<file path="src/rtl/ata_seq_pkg.sv">
// Shared types and constants for the ATA 8-bit PIO sector sequencer.
// Assumes the standard task-file layout at offsets 0..7.
package ata_seq_pkg;

    localparam logic [2:0] OFS_DATA  = 3'd0;
    localparam logic [2:0] OFS_ERR   = 3'd1;   // read side
    localparam logic [2:0] OFS_FEAT  = 3'd1;   // write side
    localparam logic [2:0] OFS_CNT   = 3'd2;
    localparam logic [2:0] OFS_LBA0  = 3'd3;
    localparam logic [2:0] OFS_LBA1  = 3'd4;
    localparam logic [2:0] OFS_LBA2  = 3'd5;
    localparam logic [2:0] OFS_DRVHD = 3'd6;
    localparam logic [2:0] OFS_STAT  = 3'd7;   // read side
    localparam logic [2:0] OFS_CMD   = 3'd7;   // write side

    localparam logic [7:0] OP_READ1  = 8'h20;
    localparam logic [7:0] OP_WRITE1 = 8'h30;
    localparam logic [7:0] OP_SETFT  = 8'hEF;
    localparam logic [7:0] FT_BYTE   = 8'h01;

    localparam int BIT_BSY = 7;
    localparam int BIT_DRQ = 3;
    localparam int BIT_ERR = 0;

    typedef enum logic [1:0] {A_IDLE, A_SETUP, A_STROBE, A_HOLD} acc_ph_t;

    typedef enum logic [3:0] {
        Q_RST, Q_WAIT, Q_IDLE, Q_POLL, Q_POLL_W, Q_ERR_RD, Q_ERR_W,
        Q_TF, Q_TF_W, Q_DATA, Q_DATA_W, Q_FIN
    } seq_st_t;

endpackage

</file>
<file path="src/rtl/ata_pio_access.sv">
// Single register access engine. On start it holds chip select low with a
// fixed address, waits SETUP_CYC cycles, pulses one strobe for STROBE_CYC
// cycles, waits HOLD_CYC cycles, then releases chip select and pulses ack.
// Assumes every cycle count is at least 1 and start arrives only while idle.
module ata_pio_access
    import ata_seq_pkg::*;
#(
    parameter int SETUP_CYC  = 2,
    parameter int STROBE_CYC = 3,
    parameter int HOLD_CYC   = 1
) (
    input  logic       clk,
    input  logic       rst_n,
    input  logic       start,
    input  logic       wr,
    input  logic [2:0] addr,
    input  logic [7:0] wdata,
    output logic       ack,
    output logic [7:0] rdata,
    output logic [2:0] dev_addr,
    output logic       dev_cs_n,
    output logic       dev_rd_n,
    output logic       dev_wr_n,
    output logic [7:0] dev_dout,
    output logic       dev_oe,
    input  logic [7:0] dev_din
);
    localparam int CW = $clog2(SETUP_CYC + STROBE_CYC + HOLD_CYC + 1);

    acc_ph_t         ph;
    logic [CW-1:0]   cnt;
    logic            wr_q;
    logic [2:0]      addr_q;
    logic [7:0]      wdata_q;
    logic [7:0]      rdata_q;
    logic            ack_q;

    // Phase sequencing, request capture and read-data sampling.
    always_ff @(posedge clk) begin
        if (!rst_n) begin
            ph      <= A_IDLE;
            cnt     <= '0;
            wr_q    <= 1'b0;
            addr_q  <= '0;
            wdata_q <= '0;
            rdata_q <= '0;
            ack_q   <= 1'b0;
        end else begin
            ack_q <= 1'b0;
            case (ph)
                A_IDLE: if (start) begin
                    ph      <= A_SETUP;
                    cnt     <= '0;
                    wr_q    <= wr;
                    addr_q  <= addr;
                    wdata_q <= wdata;
                end
                A_SETUP: if (cnt == CW'(SETUP_CYC - 1)) begin
                    ph  <= A_STROBE;
                    cnt <= '0;
                end else cnt <= cnt + 1'b1;
                A_STROBE: if (cnt == CW'(STROBE_CYC - 1)) begin
                    rdata_q <= dev_din;
                    ph      <= A_HOLD;
                    cnt     <= '0;
                end else cnt <= cnt + 1'b1;
                default: if (cnt == CW'(HOLD_CYC - 1)) begin
                    ph    <= A_IDLE;
                    ack_q <= 1'b1;
                end else cnt <= cnt + 1'b1;
            endcase
        end
    end

    // Bus pins follow the phase register.
    always_comb begin
        dev_cs_n = (ph == A_IDLE);
        dev_rd_n = !((ph == A_STROBE) && !wr_q);
        dev_wr_n = !((ph == A_STROBE) && wr_q);
        dev_oe   = (ph != A_IDLE) && wr_q;
        dev_addr = addr_q;
        dev_dout = wdata_q;
        ack      = ack_q;
        rdata    = rdata_q;
    end


    strobes_excl_chk: assert property (@(posedge clk) disable iff (!rst_n)
        dev_rd_n || dev_wr_n);

    strobe_in_cs_chk: assert property (@(posedge clk) disable iff (!rst_n)
        (!dev_rd_n || !dev_wr_n) |-> !dev_cs_n);

    addr_stable_chk: assert property (@(posedge clk) disable iff (!rst_n)
        (!dev_cs_n && $past(!dev_cs_n)) |-> $stable(dev_addr));

    cs_gap_chk: assert property (@(posedge clk) disable iff (!rst_n)
        ack |-> dev_cs_n);

endmodule

</file>
<file path="src/rtl/ata_tf_encode.sv">
// Task-file write list. For step idx it gives the register offset and byte
// to write, and flags the last step. The start-up list selects 8-bit mode;
// the command list loads count, LBA, drive/head and then the command.
// Assumes idx never passes the flagged last step.
module ata_tf_encode
    import ata_seq_pkg::*;
#(
    parameter bit INIT_SLAVE = 1'b0
) (
    input  logic        init_mode,
    input  logic [2:0]  idx,
    input  logic        is_write,
    input  logic [27:0] lba,
    input  logic [7:0]  count,
    input  logic        slave,
    output logic [2:0]  addr,
    output logic [7:0]  data,
    output logic        last
);
    // Select the step's register and value.
    always_comb begin
        addr = OFS_CMD;
        data = 8'h00;
        last = 1'b0;
        if (init_mode) begin
            case (idx)
                3'd0:    begin addr = OFS_FEAT;  data = FT_BYTE; end
                3'd1:    begin addr = OFS_DRVHD; data = {3'b111, INIT_SLAVE, 4'h0}; end
                default: begin addr = OFS_CMD;   data = OP_SETFT; last = 1'b1; end
            endcase
        end else begin
            case (idx)
                3'd0:    begin addr = OFS_CNT;   data = count; end
                3'd1:    begin addr = OFS_LBA0;  data = lba[7:0]; end
                3'd2:    begin addr = OFS_LBA1;  data = lba[15:8]; end
                3'd3:    begin addr = OFS_LBA2;  data = lba[23:16]; end
                3'd4:    begin addr = OFS_DRVHD; data = {3'b111, slave, lba[27:24]}; end
                default: begin
                    addr = OFS_CMD;
                    data = is_write ? OP_WRITE1 : OP_READ1;
                    last = 1'b1;
                end
            endcase
        end
    end

endmodule

</file>
<file path="src/rtl/ata_sector_seq.sv">
// ATA 8-bit PIO sector sequencer. After reset it resets the device, waits for
// it to start, and selects 8-bit transfers. It then serves single-sector LBA
// read/write requests: busy poll, task-file load, data-request poll and a
// 512-byte data phase. Device errors and poll timeouts end a sequence early.
// Assumes all cycle-count parameters are at least 1.
module ata_sector_seq
    import ata_seq_pkg::*;
#(
    parameter int SETUP_CYC    = 2,
    parameter int STROBE_CYC   = 3,
    parameter int HOLD_CYC     = 1,
    parameter int RESET_CYC    = 50,
    parameter int STARTUP_CYC  = 25_000_000,
    parameter int POLL_TIMEOUT = 50_000_000,
    parameter int SECTOR_BYTES = 512,
    parameter bit INIT_SLAVE   = 1'b0
) (
    input  logic        clk,
    input  logic        rst_n,
    input  logic        req_valid,
    output logic        req_ready,
    input  logic        req_write,
    input  logic [27:0] req_lba,
    input  logic [7:0]  req_count,
    input  logic        req_slave,
    input  logic [7:0]  wr_data,
    input  logic        wr_valid,
    output logic        wr_ready,
    output logic [7:0]  rd_data,
    output logic        rd_valid,
    output logic        done,
    output logic        err_dev,
    output logic        err_tmo,
    output logic [7:0]  err_code,
    output logic [2:0]  dev_addr,
    output logic        dev_cs_n,
    output logic        dev_rd_n,
    output logic        dev_wr_n,
    output logic [7:0]  dev_dout,
    output logic        dev_oe,
    input  logic [7:0]  dev_din,
    output logic        dev_rst_n
);
    localparam int WW = $clog2(RESET_CYC + STARTUP_CYC + 1);
    localparam int TW = $clog2(POLL_TIMEOUT + SETUP_CYC + STROBE_CYC + HOLD_CYC + 4) + 1;
    localparam int BW = $clog2(SECTOR_BYTES);

    seq_st_t         st;
    logic [WW-1:0]   wcnt;
    logic [TW-1:0]   tmo_cnt;
    logic [2:0]      idx;
    logic [BW-1:0]   bcnt;
    logic            in_init, drq_stage;
    logic            cur_write, cur_slave;
    logic [27:0]     cur_lba;
    logic [7:0]      cur_count;
    logic            err_dev_q, err_tmo_q;
    logic [7:0]      err_code_q;

    logic            acc_start, acc_wr, acc_ack;
    logic [2:0]      acc_addr;
    logic [7:0]      acc_wdata, acc_rdata;
    logic [2:0]      tf_addr;
    logic [7:0]      tf_data;
    logic            tf_last, tmo_hit;

    assign tmo_hit = (tmo_cnt >= TW'(POLL_TIMEOUT));

    ata_tf_encode #(.INIT_SLAVE(INIT_SLAVE)) tf_i (
        .init_mode(in_init), .idx(idx), .is_write(cur_write), .lba(cur_lba),
        .count(cur_count), .slave(cur_slave),
        .addr(tf_addr), .data(tf_data), .last(tf_last)
    );

    ata_pio_access #(
        .SETUP_CYC(SETUP_CYC), .STROBE_CYC(STROBE_CYC), .HOLD_CYC(HOLD_CYC)
    ) acc_i (
        .clk(clk), .rst_n(rst_n), .start(acc_start), .wr(acc_wr),
        .addr(acc_addr), .wdata(acc_wdata), .ack(acc_ack), .rdata(acc_rdata),
        .dev_addr(dev_addr), .dev_cs_n(dev_cs_n), .dev_rd_n(dev_rd_n),
        .dev_wr_n(dev_wr_n), .dev_dout(dev_dout), .dev_oe(dev_oe), .dev_din(dev_din)
    );

    // Access requests issued from the current sequencer state.
    always_comb begin
        acc_start = 1'b0;
        acc_wr    = 1'b0;
        acc_addr  = OFS_STAT;
        acc_wdata = 8'h00;
        case (st)
            Q_POLL:   acc_start = !tmo_hit;
            Q_ERR_RD: begin acc_start = 1'b1; acc_addr = OFS_ERR; end
            Q_TF:     begin acc_start = 1'b1; acc_wr = 1'b1; acc_addr = tf_addr; acc_wdata = tf_data; end
            Q_DATA:   begin
                acc_start = !cur_write || wr_valid;
                acc_wr    = cur_write;
                acc_addr  = OFS_DATA;
                acc_wdata = wr_data;
            end
            default:  ;
        endcase
    end

    // User-side outputs.
    always_comb begin
        req_ready = (st == Q_IDLE);
        wr_ready  = (st == Q_DATA) && cur_write;
        rd_valid  = (st == Q_DATA_W) && acc_ack && !cur_write;
        rd_data   = acc_rdata;
        done      = (st == Q_FIN);
        err_dev   = err_dev_q;
        err_tmo   = err_tmo_q;
        err_code  = err_code_q;
        dev_rst_n = (st != Q_RST);
    end

    // Main sequence: reset, start-up wait, polls, task file, data, finish.
    always_ff @(posedge clk) begin
        if (!rst_n) begin
            st <= Q_RST;  wcnt <= '0;  tmo_cnt <= '0;  idx <= '0;  bcnt <= '0;
            in_init <= 1'b0;  drq_stage <= 1'b0;
            cur_write <= 1'b0;  cur_slave <= 1'b0;  cur_lba <= '0;  cur_count <= '0;
            err_dev_q <= 1'b0;  err_tmo_q <= 1'b0;  err_code_q <= '0;
        end else begin
            case (st)
                Q_RST: if (wcnt == WW'(RESET_CYC - 1)) begin
                    wcnt <= '0;  st <= Q_WAIT;
                end else wcnt <= wcnt + 1'b1;
                Q_WAIT: if (wcnt == WW'(STARTUP_CYC - 1)) begin
                    st <= Q_POLL;  in_init <= 1'b1;  drq_stage <= 1'b0;  tmo_cnt <= '0;
                end else wcnt <= wcnt + 1'b1;
                Q_IDLE: if (req_valid) begin
                    cur_write <= req_write;  cur_lba <= req_lba;
                    cur_count <= req_count;  cur_slave <= req_slave;
                    in_init <= 1'b0;  drq_stage <= 1'b0;  tmo_cnt <= '0;
                    err_dev_q <= 1'b0;  err_tmo_q <= 1'b0;  err_code_q <= '0;
                    st <= Q_POLL;
                end
                Q_POLL: begin
                    tmo_cnt <= tmo_cnt + 1'b1;
                    if (tmo_hit) begin err_tmo_q <= 1'b1;  st <= Q_FIN; end
                    else st <= Q_POLL_W;
                end
                Q_POLL_W: begin
                    tmo_cnt <= tmo_cnt + 1'b1;
                    if (acc_ack) begin
                        if (acc_rdata[BIT_BSY])                        st <= Q_POLL;
                        else if (acc_rdata[BIT_ERR])                   st <= Q_ERR_RD;
                        else if (drq_stage && !acc_rdata[BIT_DRQ])     st <= Q_POLL;
                        else if (drq_stage) begin bcnt <= '0;  st <= Q_DATA; end
                        else begin idx <= '0;  st <= Q_TF; end
                    end
                end
                Q_ERR_RD: st <= Q_ERR_W;
                Q_ERR_W: if (acc_ack) begin
                    err_code_q <= acc_rdata;  err_dev_q <= 1'b1;  st <= Q_FIN;
                end
                Q_TF: st <= Q_TF_W;
                Q_TF_W: if (acc_ack) begin
                    if (!tf_last) begin idx <= idx + 1'b1;  st <= Q_TF; end
                    else if (in_init) st <= Q_FIN;
                    else begin drq_stage <= 1'b1;  tmo_cnt <= '0;  st <= Q_POLL; end
                end
                Q_DATA: if (acc_start) st <= Q_DATA_W;
                Q_DATA_W: if (acc_ack) begin
                    if (bcnt == BW'(SECTOR_BYTES - 1)) st <= Q_FIN;
                    else begin bcnt <= bcnt + 1'b1;  st <= Q_DATA; end
                end
                default: st <= Q_IDLE;
            endcase
        end
    end


    done_pulse_chk: assert property (@(posedge clk) disable iff (!rst_n)
        done |=> !done);

    no_bus_in_reset_chk: assert property (@(posedge clk) disable iff (!rst_n)
        !dev_rst_n |-> dev_cs_n);

    wr_take_starts_access_chk: assert property (@(posedge clk) disable iff (!rst_n)
        (wr_valid && wr_ready) |=> !dev_cs_n && dev_oe);

    single_err_kind_chk: assert property (@(posedge clk) disable iff (!rst_n)
        done |-> !(err_dev && err_tmo));

    ready_drops_chk: assert property (@(posedge clk) disable iff (!rst_n)
        (req_valid && req_ready) |=> !req_ready);

endmodule

</file>
<file path="config.mk">
export PLATFORM = sky130hd
export DESIGN_NAME = ata_sector_seq
export DESIGN_NICKNAME = d
export VERILOG_FILES = /design/src/rtl/ata_seq_pkg.sv /design/src/rtl/ata_pio_access.sv /design/src/rtl/ata_tf_encode.sv /design/src/rtl/ata_sector_seq.sv
export SDC_FILE = /design/constraint.sdc
export NUM_CORES = 1
export LEC_CHECK = 0
export ABC_AREA = 1
export BUFFER_PORTS_ARGS = -buffer_cell sky130_fd_sc_hd__buf_2
export CAP_MARGIN = 20
export CORE_MARGIN = 8
export CORE_UTILIZATION = 50
export CTS_BUF_LIST = sky130_fd_sc_hd__clkbuf_4 sky130_fd_sc_hd__clkbuf_8
export DETAILED_ROUTE_END_ITERATION = 8
export MAX_ROUTING_LAYER = met4
export PLACE_DENSITY = 0.73
export SLEW_MARGIN = 20
export SYNTH_ARGS = -nofsm -noshare
export SYNTH_HDL_FRONTEND = slang
export SYNTH_HIERARCHICAL = 1
export SYNTH_SLANG_ARGS = --single-unit
</file>
<file path="constraint.sdc">
create_clock -name clk -period 1.8 [get_ports clk]
set_input_delay 0.09 -clock clk [delete_from_list [all_inputs] [get_ports clk]]
set_output_delay 0.09 -clock clk [all_outputs]
set_load 0.01 [all_outputs]
</file>
== Yosys cells after proc, flatten, opt, wreduce, memory -nomap -nowiden ==
Cells that the tools add are included.

* Add/sub/neg operators: 5
* Muxes and demuxes: 82
* Reduce and logical (&&, ||, !) cells: 48
* Bitwise logic cells: 1
* Magnitude comparators: 1
* Equal/unequal tests: 45

{| class="wikitable"
|+ Operators by type and width
! cell !! number
|-
| 2-to-1 mux 27 bit || 5
|-
| one-hot mux 27 bit (4 select lines) || 1
|-
| 2-to-1 mux 9 bit || 7
|-
| 2-to-1 mux 4 bit || 15
|-
| 2-to-1 mux 25 bit || 2
|-
| one-hot mux 25 bit (2 select lines) || 1
|-
| one-hot mux 8 bit (2 select lines) || 3
|-
| one-hot mux 4 bit (11 select lines) || 1
|-
| one-hot mux 8 bit (5 select lines) || 1
|-
| 2-to-1 mux 3 bit || 12
|-
| != test 2 bit, second input constant || 14
|-
| adder 27 x 1 -> 27 bit, second input constant || 1
|-
| >= comparator 27 x 26 -> 1 bit, second input constant || 1
|-
| adder 25 x 1 -> 25 bit, second input constant || 1
|-
| equality test 25 bit, second input constant || 1
|-
| equality test 25 x 6 -> 1 bit, second input constant || 1
|-
| 2-to-1 mux 8 bit || 3
|-
| AND reduction 8 bit || 3
|-
| one-hot mux 3 bit (3 select lines) || 2
|-
| one-hot mux 9 bit (2 select lines) || 1
|-
| equality test 4 x 3 -> 1 bit, second input constant || 4
|-
| equality test 4 bit, second input constant || 4
|-
| != test 2 x 1 -> 1 bit, second input constant || 8
|-
| one-hot mux 3 bit (5 select lines) || 1
|-
| 35 further kinds || 89
|}

* Word-level logic and storage cells: 203
* Register bits: 144

== Longest topological paths before layout ==
Gate-level depths: netlist (run 1).

* Depth after elaboration: 7
* Mapped depth: 15
* Mapped depth without buffers: 15

== By module ==
Netlist (run 1), hierarchy kept.

{| class="wikitable"
|+ Modules (own cells, without submodules)
! module !! cells each !! area an instance (um^2) !! seq. area each (um^2) !! times used
|-
| ata_sector_seq || 998 || 6,707.7 || 2,362.3 || 1
|-
| ata_pio_access || 154 || 1,152.4 || 520.5 || 1
|-
| ata_tf_encode || 112 || 575.6 || 0.0 || 1
|}

== Worst setup path after synthesis (run 1) ==
Ideal clock, no wire load.

* Kind: register to register
* Start point: register idx[2]
* End point: register tmo_cnt[24]
* Arrival time: 1.700 ns
* Period minus slack after synthesis: 1.842 ns
* Cell stages (with the launch flop): 16
* Path slack: -0.042 ns
* Setup time: 0.142 ns
* Path buffers: 2
* Path through: dfxtp_1 buf_2 nor2_4 inv_1 nand2_1 nand2_1 nor2_1 inv_1 nand2_1 nor2_1 nand2_2 nor2_4 nor2_8 buf_8 nand2_2 a21oi_2

* Word-level cells in the longest chain between the ends: 6
* Elaborated cells on any way between the ends: 12
* Classes of those cells: 5 x eq/ne; 3 x mux; 4 x reduce/logical

{| class="wikitable"
|+ RTL lines
! element !! RTL line !! source
|-
| from (decl) || ata_sector_seq.sv:51 || <nowiki>logic [2:0] idx;</nowiki>
|-
| from (signal assigned) || ata_sector_seq.sv:120 || <nowiki>st <= Q_RST; wcnt <= '0; tmo_cnt <= '0; idx <= '0; bcnt <= '0;</nowiki>
|-
| from (signal assigned) || ata_sector_seq.sv:151 || <nowiki>else begin idx <= '0; st <= Q_TF; end</nowiki>
|-
| from (signal assigned) || ata_sector_seq.sv:160 || <nowiki>if (!tf_last) begin idx <= idx + 1'b1; st <= Q_TF; end</nowiki>
|-
| equality test 3 x 1 -> 1 bit, or another cell as far along || ata_tf_encode.sv:26, ata_tf_encode.sv:32 ||
|-
| OR reduction 5 bit (no line) or OR reduction 2 bit (tied branches) || - ||
|-
| 2-to-1 mux 1 bit, on equally long branches || ata_tf_encode.sv:32, ata_tf_encode.sv:26 ||
|-
| 2-to-1 mux 1 bit * || ata_tf_encode.sv:25 || <nowiki>if (init_mode) begin</nowiki>
|-
| via tf_last || ata_sector_seq.sv:65 || <nowiki>logic tf_last, tmo_hit;</nowiki>
|-
| != test 2 bit (no line) * || - ||
|-
| AND reduction 6 bit (no line) * || - ||
|-
| to (signal assigned) || ata_sector_seq.sv:140 || <nowiki>tmo_cnt <= tmo_cnt + 1'b1;</nowiki>
|-
| to (signal assigned) || ata_sector_seq.sv:145 || <nowiki>tmo_cnt <= tmo_cnt + 1'b1;</nowiki>
|-
| to (decl) || ata_sector_seq.sv:50 || <nowiki>logic [TW-1:0] tmo_cnt;</nowiki>
|}

Mark *: on every way through the listed nets, which the timed path passes. The rest lies on a longest branch.
A chain may end at the register's enable or synchronous reset.

== Worst setup path after layout (run 1) ==
* Start point: register st[3]
* End point: output port rd_valid

* Word-level cells in the longest chain between the ends: 3

{| class="wikitable"
|+ RTL lines
! element !! RTL line !! source
|-
| from (decl) || ata_sector_seq.sv:48 || <nowiki>seq_st_t st;</nowiki>
|-
| from (signal assigned) || ata_sector_seq.sv:120 ||
|-
| from (signal assigned) || ata_sector_seq.sv:127 || <nowiki>wcnt <= '0; st <= Q_WAIT;</nowiki>
|-
| from (signal assigned) || ata_sector_seq.sv:130 || <nowiki>st <= Q_POLL; in_init <= 1'b1; drq_stage <= 1'b0; tmo_cnt <= '0;</nowiki>
|-
| equality test 4 bit || ata_sector_seq.sv:108 || <nowiki>rd_valid = (st == Q_DATA_W) && acc_ack && !cur_write;</nowiki>
|-
| logical AND 1 bit (2 in a row) || ata_sector_seq.sv:108 ||
|-
| to (decl) || ata_sector_seq.sv:30 || <nowiki>output logic rd_valid,</nowiki>
|}

No other way between the ends.

==> results.json, run 1 <==
{
  "clock_latency_ns": 0.46,
  "grt_first_pass_wirelength_mm": 40.6,
  "post_drt_wl_per_cell_um": 14.7,
  "worstPathRequired_ns": 1.71,
  "timing.rr.start": "bcnt[1]",
  "grt.overflow.total": 0,
  "first_global_vias": 8457,
  "final_max_slew_viol_count": 0,
  "rr_endpoint": "bcnt[1]",
  "netlist_instances": 1264,
  "cts_root_buf": "clkbuf_8",
  "critical_path_class": "flop to output port",
  "p_total_uw": 10200,
  "pre_cts_ws_ns": -0.0685,
  "synth-edff-count": 0,
  "io_buffers": 95,
  "final_cell_area_um2": 10800,
  "yosys-top-cells-area": "dfxtp_1 (34%), nand2_1 (13%), nand3_1 (7.8%)",
  "die_x_um": 146,
  "critPathCapture": "rd_valid",
  "instances_no_fill": 1698,
  "place.gp.congestion": 0.953,
  "synth_compound_area_frac": 0.138,
  "cap_violations": 0,
  "ir_worst_vdd_mv": 0.671,
  "synth_top_area_cell": "dfxtp_1",
  "start_util": 0.510,
  "wl_mm": 25.0,
  "clkSinkCount": 144,
  "avgSynthCellArea_um2": 6.67,
  "synthXorXnorAreaFrac": 0.0218,
  "clockBufferDepth": 2,
  "setup_violations": 0,
  "post-dp-hpwl_mm": 16.9,
  "die_area_um2": 21300,
  "drcViolationCount": 0,
  "cts_made_buffers": 17,
  "timing.final.crit_share": 0.984,
  "r2r_slack_ns": 0.06,
  "cts_tree": "built",
  "muxShareOfSynthArea": 0,
  "syn2layout_area_growth_pct": 27.8,
  "synth_cell_types": 50,
  "p_per_area_nw_per_um2": 945,
  "synthSimpleGateAreaFrac": 0.382,
  "synth_adder_area_share": 0.0222,
  "yosysSeqAreaShare": 0.342,
  "nets": 1538,
  "relSlewSlack": 0.736,
  "hold_slack_ns": 0.0130,
  "fin_crit_ns": 1.77,
  "ys_async_sr_fraction": 0,
  "rsz0062_at_grt": "true",
  "clock-skew-final_ns": 0.0143,
  "cp.arrival_ns": 1.68,
  "dp_cells": 1601,
  "status": "complete, no violations",
  "path_clk_slew_ns": 0.08,
  "synth_common_cells": "nand2_1 (291), dfxtp_1 (144), nor2_1 (139)",
  "synth_top_family_by_area": "simple AND/OR/NAND/NOR gates",
  "rows": 47,
  "cp_max_fo": 6,
  "ant_nets": 0,
  "die_h_um": 146,
  "dr_total_vias": 9097,
  "yosysMostFrequentCell": "nand2_1",
  "synth_area_um2": 8440,
  "hold_viol": 0,
  "dpl_cell_area_um2": 9480,
  "timing.fmax_ghz": 0.564,
  "avgViaCountPerCell": 5.36,
  "drt_iter0_markers": 769,
  "crit_path_start": "st[3]",
  "yosysTopAreaCellShare": 0.342,
  "syn-num-nets": 1337,
  "first_pass_iters": 6,
  "layout-drive-gt1-share": 0.267,
  "grt_max_degree": 75,
  "crit_path_start_kind": "flop",
  "pin_count": 96,
  "worstMarginPinSlew_ns": 0.396,
  "rr_worst_depth": 12,
  "grt_usage": 0.233,
  "antenna_found_initial": 0,
  "end_kind": "output port",
  "yosysWarnings": 6,
  "leakage_uw": 0.00445,
  "hp-class": "input port to flop",
  "core-area_um2": 16500,
  "h-tree-depth": 4,
  "layout_setup_ws_ns": 0.0285,
  "antennaDiodeCount": 0,
  "synth-main-ff-cell": "dfxtp_1",
  "postSynthRegisterBits": 144
}
==> sequential cells by signal, summed over array words and instances (netlist names), 2 cells and up <==
register / flops
acc_i/cnt: 3
acc_i/dev_addr: 3
acc_i/dev_dout: 8
acc_i/ph: 2
acc_i/rdata: 8
bcnt: 9
cur_count: 8
cur_lba: 28
err_code: 8
idx: 3
st: 4
tmo_cnt: 27
wcnt: 25
==> layout by cell type (no fill, tap or decap), types with 4 or more instances in the layout <==
master,Yosys,final
a21oi_1,105,105
nand2_1,291,281
dfxtp_2,0,17
nand4_1,30,30
dfxtp_1,144,119
clkinvlp_4,0,4
nand3b_1,6,6
buf_6,5,6
o21ai_0,35,28
dlygate4sd3_1,0,48
a32o_1,8,8
nor3_1,35,26
dfxtp_4,0,8
nand3_1,132,130
nand2_2,31,35
inv_2,19,21
nor2_1,139,129
nor2_2,7,13
nand3_2,8,8
xor2_1,18,18
nor4_1,4,4
inv_1,108,102
clkinv_2,1,4
nand2_4,1,7
nor2_4,5,10
clkbuf_8,0,17
ha_1,15,13
or2_2,5,5
o21ai_1,9,16
nor3_2,3,11
buf_4,6,80
buf_2,14,95
o21ai_2,6,5
a21oi_2,20,20
==> area by class of cell <==
cell class,instances,area (um2)
Inverter,130,498
Clock inverter,12,135
Timing Repair Buffer,233,1700
Fill cell,1457,5740
Sequential cell,144,2930
Tap cell,220,275
Multi-Input combinational cell,939,4980
Clock buffer,20,256
==> routing by layer <==
layer | track usage | part of all wire | up-vias
met3 | 0.0407 | 0.053 | 33
met5 | - | 0 | -
met2 | 0.393 | 0.50 | 292
met4 | 0.0562 | 0.014 | 0
li1 | - | - | 4548
met1 | 0.283 | 0.44 | 4224
==> where the power goes <==
group | total (uW) | leakage [uW] | switching (uW) | internal [uW]
clock | 2580 | 0.000190 | 1300 | 1280
combinational | 3930 | 0.00308 | 2500 | 1430
sequential | 3680 | 0.00118 | 225 | 3460
total | 10200 | 0.00445 | 4020 | 6170
==> kinds of logic (layout without fill, tap and decap cells) <==
kind of cell / Yosys count / in the layout
simple gates: 704 / 705
compound gates: 198 / 198
xor+xnor: 21 / 21
buf+inv: 182 / 395
fa+ha+maj: 15 / 15
flops: 144 / 144
==> worst min path at each step <==
stage	cells after the start	endpoint	start	slack, ns
CTS	4	acc_i/dev_dout[1]	wr_data[1]	0.002
floorplan	2	acc_i/rdata[0]	rst_n	0.23
finish	4	acc_i/dev_dout[6]	wr_data[6]	0.01
global placement	3	acc_i/rdata[1]	dev_din[1]	0.36
global route	4	acc_i/dev_dout[6]	wr_data[6]	0.009
detailed placement	3	cur_lba[4]	req_lba[4]	0.37
==> stage by stage <==
stage / util / setup TNS, ns
final: 0.653 / 0
after floorplan: - / 0
after global placement: 0.574 / -0.0157
after global routing: 0.653 / -0.199
after CTS: 0.633 / -0.0374
after detailed placement: 0.574 / -0.405
==> critical path, cell delays in order (launching register included) <==
cell	delay, ns
dfxtp_2	0.39
inv_4	0.07
nor2_4	0.14
nand2_2	0.15
nor3_1	0.28
buf_2	0.20
==> timing repair <==
action	CTS	global route
setup endpoints to repair	42	71
endpoints found under the hold margin	49	0
cloned	1	0
setup buffers	5	11
hold buffers	48	0
pin swaps	6	20
gates resized for setup	20	87
No activity file was read; power rests on OpenSTA's default activity.
==> inputs of run 2 (changes only) <==
- PLACE_DENSITY: 0.73 -> 0.74
- clock period: 1.8 -> 1.7 ns (I/O delays scaled with it)
==> results.json, run 2 (synthesis gave the netlist of run 1 again) <==
{
  "dpl_cell_area_um2": 10100,
  "first_global_vias": 9313,
  "clock_latency_ns": 0.47,
  "top_register": "cur_lba",
  "syn2layout_area_growth_pct": 46.5,
  "end_kind": "output port",
  "io_buffers": 95,
  "power.switching_uw": 5220,
  "seqPwrFrac": 0.304,
  "post-dp-hpwl_mm": 18.0,
  "antennaDiodeCount": 0,
  "layout_setup_ws_ns": -0.105,
  "h-tree-depth": 4,
  "cts_root_buf": "clkbuf_8",
  "clkPwrFrac": 0.225,
  "p_per_area_nw_per_um2": 1050,
  "status": "finished, violations left",
  "dr_total_vias": 9981,
  "top_regs": "cur_lba: 28 flops, tmo_cnt: 27 flops, wcnt: 25 flops",
  "start_util": 0.510,
  "cp_max_fo": 6,
  "final_max_slew_viol_count": 0,
  "core-area_um2": 16500,
  "rr_worst_depth": 13,
  "pin_count": 96,
  "drcViolationCount": 0,
  "avgViaCountPerCell": 5.51,
  "ir_worst_vdd_mv": 0.715,
  "whs_path_depth": 4,
  "cts_tree": "built",
  "setup_violations": 44,
  "die_x_um": 146,
  "hold_viol": 0,
  "worstMarginPinSlew_ns": 0.524,
  "combinationalPowerShare": 0.471,
  "grt.overflow.total": 0,
  "antenna_found_initial": 0,
  "relSlewSlack": 0.651,
  "cts_made_buffers": 17,
  "layout-drive-gt1-share": 0.364,
  "rsz0062_at_grt": "true",
  "cap_violations": 0,
  "ant_nets": 0,
  "grt_usage": 0.249,
  "die_area_um2": 21300,
  "worstPathRequired_ns": 1.62,
  "internal_power_uw": 7690,
  "clock-skew-final_ns": 0.0109,
  "clkSinkCount": 144,
  "violations": "setup timing",
  "largest_register_ffs": 28,
  "die_h_um": 146,
  "swShare": 0.404,
  "place.gp.congestion": 0.955,
  "layout_common_cells": "nand2_1 (261), buf_4 (168), nand3_1 (128), nor2_1 (120), dfxtp_1 (104)",
  "timing.fmax_ghz": 0.554,
  "crit_path_start_kind": "flop",
  "fin_crit_ns": 1.81,
  "leakage_uw": 0.00528,
  "post_drt_wl_per_cell_um": 16.1,
  "clockBufferDepth": 2,
  "critical_path_class": "flop to output port",
  "grt_max_degree": 62,
  "wl_mm": 29.2,
  "nets": 1653,
  "final_cell_area_um2": 12400,
  "hp-class": "input port to flop",
  "drt_iter0_markers": 1085,
  "first_pass_iters": 6,
  "hold_slack_ns": 0.00644,
  "instances_no_fill": 1813,
  "cp.arrival_ns": 1.72,
  "rows": 47,
  "dp_cells": 1679,
  "grt_first_pass_wirelength_mm": 43.4,
  "path_clk_slew_ns": 0.09,
  "timing.final.crit_share": 1.06,
  "layout_commonest_cell": "nand2_1"
}
run 2: area by class of cell:
type                            count  area (um2)
Multi-Input combinational cell    941        5420
Fill cell                        1160        4170
Sequential cell                   144        2960
Timing Repair Buffer              346        2770
Inverter                          130         532
Tap cell                          220         275
Clock buffer                       19         255
Clock inverter                     13         150
run 2: per-layer routing:
metal	part of all wire	global-route usage	wire length, um
met2	0.49	0.416	14300
met5	0	-	0
met3	0.070	0.0367	2030
met1	0.41	0.299	12100
met4	0.026	0.0890	748
run 2: metrics by stage:
| step | setup WS, ns | setup TNS, ns | utilization | power [uW] |
|---|---|---|---|---|
| after floorplan | -0.00400 | -0.0311 | - | 6720 |
| after global placement | -0.107 | -2.60 | 0.612 | 7950 |
| after detailed placement | -0.186 | -7.98 | 0.612 | 8010 |
| after CTS | -0.0973 | -0.705 | 0.694 | 11800 |
| after global routing | -0.194 | -7.28 | 0.748 | 13500 |
| final | -0.105 | -2.46 | 0.748 | 12900 |
run 2: worst paths after layout:
kind	from	end	slack, ns
setup / recovery	st[0]	rd_valid	-0.11
hold reg to reg	acc_i/rdata[2]	acc_i/rdata[2]	0.47
setup reg to reg	st[0]	tmo_cnt[16]	-0.10
hold / removal	wr_data[5]	acc_i/dev_dout[5]	0.006
run 2: power by group through the flow:
stage          Sequential, uW  Clock [uW]  Combinational (uW)
5_1_grt                  3960        3060                6500
3_5_place_dp             3950           0                4050
6_report                 3930        2900                6080
2_1_floorplan            3970           0                2750
4_1_cts                  3900        2890                4980
3_3_place_gp             3940           0                4010
run 2: worst max-delay path, stage by stage, from the launching register on:
cell and delay [ns]:
dfxtp_4 0.37, inv_4 0.07, nand2_2 0.07, buf_4 0.15
inv_4 0.08, nand2_8 0.07, buf_6 0.12, nor3_4 0.16
buf_2 0.16
run 2: what timing repair did:
item	CTS	global route
pin swaps	32	76
setup endpoints to repair	119	97
endpoints found under the hold margin	57	0
resized for setup	62	186
hold buffers	53	0
setup buffers	18	28
gates cloned	2	5
